`config.mk`:
```
export PLATFORM = sky130hd
export DESIGN_NAME = tstate_gen
export DESIGN_NICKNAME = d
export VERILOG_FILES = /design/src/rtl/tstate_pkg.sv /design/src/rtl/tstate_run_latch.sv /design/src/rtl/tstate_step_cnt.sv /design/src/rtl/tstate_decode.sv /design/src/rtl/tstate_gen.sv
export SDC_FILE = /design/constraint.sdc
export NUM_CORES = 1
export LEC_CHECK = 0
export ABC_AREA = 1
export BUFFER_PORTS_ARGS = -buffer_cell sky130_fd_sc_hd__buf_4
export CORE_AREA = 10 10 47 49
export DETAILED_ROUTE_END_ITERATION = 6
export DIE_AREA = 0 0 57 59
export PLACE_DENSITY_LB_ADDON = 0.1
export SKIP_LAST_GASP = 1
export SYNTH_ARGS = -nofsm -noshare
export SYNTH_HDL_FRONTEND = slang
export SYNTH_HIERARCHICAL = 1
export SYNTH_SLANG_ARGS = --single-unit
```
`constraint.sdc`:
```
create_clock -name clk_i -period 2.49 [get_ports clk_i]
set_input_delay 0.3735 -clock clk_i [delete_from_list [all_inputs] [get_ports clk_i]]
set_output_delay 0.3735 -clock clk_i [all_outputs]
set_load 0.01 [all_outputs]
```
`src/rtl/tstate_pkg.sv`:
```
package tstate_pkg;
  localparam int unsigned CNT_W_DEF = 3;

  function automatic int unsigned n_states(input int unsigned cnt_w);
    return 32'd1 << cnt_w;
  endfunction
endpackage

```
`src/rtl/tstate_run_latch.sv`:
```
module tstate_run_latch (
  input  logic clk_i,
  input  logic rst_ni,
  input  logic set_i,
  input  logic clr_i,
  output logic run_o
);
  logic run_q;

  // clear has priority over set
  always_ff @(posedge clk_i or negedge rst_ni) begin
    if (!rst_ni)      run_q <= 1'b0;
    else if (clr_i)   run_q <= 1'b0;
    else if (set_i)   run_q <= 1'b1;
  end

  assign run_o = run_q;
endmodule

```
`src/rtl/tstate_step_cnt.sv`:
```
module tstate_step_cnt #(
  parameter int unsigned CNT_W = 3
) (
  input  logic             clk_i,
  input  logic             rst_ni,
  input  logic             en_i,
  input  logic             clr_i,
  output logic [CNT_W-1:0] cnt_o
);
  logic [CNT_W-1:0] cnt_q;

  // natural width overflow gives the wrap to zero
  always_ff @(posedge clk_i or negedge rst_ni) begin
    if (!rst_ni)    cnt_q <= '0;
    else if (clr_i) cnt_q <= '0;
    else if (en_i)  cnt_q <= cnt_q + 1'b1;
  end

  assign cnt_o = cnt_q;
endmodule

```
`src/rtl/tstate_decode.sv`:
```
module tstate_decode #(
  parameter int unsigned CNT_W = 3,
  localparam int unsigned NST  = 1 << CNT_W
) (
  input  logic             en_i,
  input  logic [CNT_W-1:0] cnt_i,
  output logic [NST-1:0]   hot_o
);
  for (genvar i = 0; i < NST; i++) begin : g_line
    assign hot_o[i] = en_i && (cnt_i == CNT_W'(i));
  end
endmodule

```
`src/rtl/tstate_gen.sv`:
```
module tstate_gen
  import tstate_pkg::*;
#(
  parameter int unsigned CNT_W = CNT_W_DEF,
  localparam int unsigned NST  = 1 << CNT_W
) (
  input  logic           clk_i,
  input  logic           rst_ni,
  input  logic           start_i,
  input  logic           clear_i,
  output logic [NST-1:0] tstate_o,
  output logic           valid_o
);
  logic             run;
  logic [CNT_W-1:0] cnt;

  tstate_run_latch u_latch (
    .clk_i  (clk_i),
    .rst_ni (rst_ni),
    .set_i  (start_i),
    .clr_i  (clear_i),
    .run_o  (run)
  );

  // counter steps only once the latch is already set: first run cycle shows 0
  tstate_step_cnt #(.CNT_W(CNT_W)) u_cnt (
    .clk_i  (clk_i),
    .rst_ni (rst_ni),
    .en_i   (run),
    .clr_i  (clear_i),
    .cnt_o  (cnt)
  );

  tstate_decode #(.CNT_W(CNT_W)) u_dec (
    .en_i  (run),
    .cnt_i (cnt),
    .hot_o (tstate_o)
  );

  assign valid_o = run;
endmodule

```
# [Yosys cells after proc, flatten, opt, wreduce, memory -nomap -nowiden]
# Index checks and enable logic that the tools add are counted.
[classes] eq_ne=7 magnitude_cmp=0 n_mux=4 multipliers=0 n_div=0 reduce_logical=11 n_addsub=1 shift=0 bitwise_logic=0
[ops] cell="3-bit == test, second input constant" count=4
[ops] cell="1-bit logical AND" count=8
[ops] cell="3-bit by 2-bit == test with 1-bit output, second input constant" count=2
[ops] cell="3-bit two-way mux" count=2
[ops] cell="2-bit nonzero test" count=2
[ops] cell="3-bit by 1-bit adder with 3-bit output, second input constant" count=1
[ops] cell="3-bit by 1-bit == test with 1-bit output, second input constant" count=1
[ops] cell="3-bit zero test" count=1
[ops] cell="1-bit two-way mux" count=2
[word_totals] ram_bits=0 mem_count=0 out_inout_bits=9 inputBits=4 latch_bits=0 ff_bits=4 romBits=0

# [Longest topological paths before layout]
[depth] ltp_word=3 ltp_mapped=4

# [Modules after synthesis]
# Netlist, hierarchy kept.
[modules_own_cells] mod="tstate_step_cnt" area_each_um2=142.6 seq_area_each_um2=75.1 n_inst=1 cells_each=17
[modules_own_cells] mod="tstate_decode" area_each_um2=63.8 seq_area_each_um2=0.0 n_inst=1 cells_each=17
[modules_own_cells] mod="tstate_run_latch" area_each_um2=32.5 seq_area_each_um2=25.0 n_inst=1 cells_each=3

# [Worst setup path before layout]
# OpenSTA, ideal clock, no wires.
[synth_path] path_type="flip-flop to output port" start="register u_latch.run_q (netlist: u_latch/run_o)" end="output port tstate_o[4]" path_slack_ns=1.303 path_stages_with_launch=3 arrival_ns=0.814 cell_sequence="dfrtp_1 -> nand2_1 -> nor2_1"
[synth_via] elab_chain_cells=1
[synth_rtl] item="start, declared" line_no="tstate_run_latch.sv:8" rtl="logic run_q;"
[synth_rtl] item="start signal, assigned" line_no="tstate_run_latch.sv:12" rtl="if (!rst_ni) run_q <= 1'b0;"
[synth_rtl] item="start signal, assigned" line_no="tstate_run_latch.sv:13" rtl="else if (clr_i) run_q <= 1'b0;"
[synth_rtl] item="start signal, assigned" line_no="tstate_run_latch.sv:14" rtl="else if (set_i) run_q <= 1'b1;"
[synth_rtl] item="1-bit logical AND" line_no="tstate_decode.sv:10" rtl="assign hot_o[i] = en_i && (cnt_i == CNT_W'(i));"
[synth_rtl] item="end, declared" line_no="tstate_gen.sv:11" rtl="output logic [NST-1:0] tstate_o,"
# Every way passes these cells.

# [Worst setup path in the final report]
[layout_path] start="register u_latch.run_q (netlist: u_latch/run_o)" end="output port tstate_o[5]"
# The elaborated chain is that of the path after synthesis.

==> impl_metrics.tcl <==
set metrics [dict create \
    status "finished, final reports clean" \
    ys_ff_latch 4 \
    maxSlewHeadroom 0.821 \
    first_pass_iters 4 \
    final_cells 69 \
    synth_adder_area_share 0.0524 \
    drive_gt1_frac 0.283 \
    cts_inserted_buffers 3 \
    maxCapViolations 0 \
    grt_first_pass_wirelength_um 1170 \
    crit_arrival_ns 1.15 \
    syn_area_um2 239 \
    routed_via_density 3.84 \
    die_h_um 59 \
    worstMarginPinSlew_ns 0.268 \
    synth.net_count 42 \
    synth_area_leader_cell "dfrtp_1" \
    cts.sinks 4 \
    insertion_delay_ns 0.24 \
    rows 14 \
    synth_cells 37 \
    yosys_warnings 6 \
    synthTopCellsByCount "13 x nor2_1, 8 x nand2_1, 6 x inv_1, 4 x dfrtp_1, 3 x nand3_1" \
    setup_violations 0 \
    finalWirelength_um 728 \
    fin_skew_ns 0.00409 \
    antenna_left 0 \
    max_freq_mhz 657 \
    antenna_found_initial 0 \
    cts_htree_levels 1 \
    hold_violations 0 \
    cts_tree "built" \
    ioPinCount 13 \
    endpoint_kind "output port" \
    vias 265 \
    worstSetupPathType "reg2out" \
    synth_xor_area_frac 0 \
    drtIter0Drc 6 \
    synth_compound_area_frac 0.0419 \
    grt_start_max_net_pins 10 \
    yosys.area.top_type_share 0.419 \
    dp.final_hpwl_um 624 \
    coreArea_um2 1400 \
    grt_usage 0.0468 \
    fin_crit_sh 0.611 \
    wire_per_inst_um 10.6 \
    dieArea_um2 3360 \
    gp_congestion 0.685 \
    synth_top_family_by_area "simple AND/OR/NAND/NOR gates" \
    holdCritPathClass "in2reg" \
    critPathRequiredTime_ns 2.12 \
    layout.nets 60 \
    final.setup.tns_ns 0 \
    critPathMaxFanout 9 \
    path_clk_slew_ns 0.04 \
    async_flop_share 1.00 \
    ys_seq_area_frac 0.419 \
    grt_overflow 0 \
    synth.area.top_cells "dfrtp_1 42%, nor2_1 20%, nand2_1 13%, inv_1 9.4%, nand3_1 6.3%" \
    synth_edf_count 0 \
    cp_slowest_cell "dfrtp_1" \
    slew_viol_final 0 \
    synthDistinctLibCells 8 \
    ir_drop_mv 0.199 \
    ys.flop_type "dfrtp_1" \
    start_util 0.171 \
    grt_pass1_vias 258 \
    port_buffers 12 \
    cts_setup_buffers 0 \
    power_density_nw_per_um2 495 \
    path_cells "nand2_1, nor2_1, buf_4" \
    clk_path_buf_depth 2 \
    placed_cells 65 \
    p_leak_nw 0.204 \
    muxShareOfSynthArea 0 \
    diodes 0 \
    yosys.area_share.simple 0.393 \
    cp_slowest_stage_delay_ns 0.48 \
    syn_area_per_cell_um2 6.46 \
    rsz0062_at_grt "false" \
    yosysMostFrequentCell "nor2_1" \
    die_w_um 57 \
    start_kind "flip-flop" \
    fin_crit_ns 1.52 \
    cts_root_buffer "clkbuf_4" \
    synthToLayoutAreaGrowth_pct 59.7 \
    drc_errors 0 \
    final_util 0.272 \
]
## metrics by stage
stage	instance area, um^2	power (mW)	worst slack, ns	hold WS [ns]
floorplan	239	0.0933	1.30	0.0779
global placement	349	0.110	1.24	0.176
detailed placement	349	0.109	1.21	0.174
CTS	382	0.195	0.943	0.293
global route	382	0.205	0.840	0.284
finish	382	0.189	0.968	0.299
## placed cells by master (no fill, tap or decap)
cell and count:
nor2_1 13, buf_4 12, nand2_1 8, inv_1 6, dfrtp_1 4, clkbuf_4 3, nand3_1 3, dlygate4sd3_1 1
o21ai_1 1, a21oi_1 1, ha_1 1
## sequential cells by signal, summed over array words and instances (netlist names)
signal         flops
u_latch/run_o      1
u_cnt/cnt_o        3
## worst max-delay path, delay by kind of cell (launching register included)
kind | cells | cell delay, ns
AND/OR/NAND/NOR | 2 | 0.30
buffers and inverters | 1 | 0.13
flip-flops | 1 | 0.48
## per-layer routing
| layer | share of wire | up-vias | track usage |
|---|---|---|---|
| met5 | 0 | - | 0 |
| met4 | 0.041 | 0 | 0.0503 |
| met3 | 0.17 | 5 | 0.0408 |
| met2 | 0.38 | 15 | 0.0589 |
| met1 | 0.41 | 101 | 0.0432 |
| li1 | - | 144 | - |
## final timing paths
kind                                     start        endpoint  slack (ns)  cells past startpoint
worst min register to register  u_cnt/cnt_o[2]  u_cnt/cnt_o[2]        0.57                      2
worst max-delay path             u_latch/run_o     tstate_o[5]        0.97                      3
worst min-delay path                   clear_i   u_latch/run_o        0.30                      2
worst max register to register  u_cnt/cnt_o[0]  u_cnt/cnt_o[1]        1.50                      3
max in group asynchronous               rst_ni  u_cnt/cnt_o[1]        1.91                      2
min in group asynchronous               rst_ni  u_cnt/cnt_o[2]        0.48                      2
## final cells by class
type | count | area, um^2
well taps | 16 | 20.0
repair buffers | 13 | 100
clock buffers | 3 | 22.5
fillers | 171 | 1020
flip-flops and latches | 4 | 100
inverters | 6 | 22.5
multi-input cells | 27 | 116
## logic make-up after synthesis
kind of cell             count (synthesis)
AND/OR/NAND/NOR                         24
adder cells (fa/ha/maj)                  1
buffers and inverters                    6
flip-flops                               4
AO/OA/AOI/OAI                            2
## power breakdown
group	internal, mW	total (mW)	switching (mW)	leakage (nW)
combinational	0.0156	0.0331	0.0175	0.138
sequential	0.0695	0.0761	0.00662	0.0529
clock	0.0538	0.0797	0.0258	0.0138
## what timing repair did
item,CTS,global route
setup endpoints to repair,0,0
hold buffers,1,0
endpoints found under the hold margin,4,0
gates resized for setup,0,0
(Power assumes the default switching activity.)
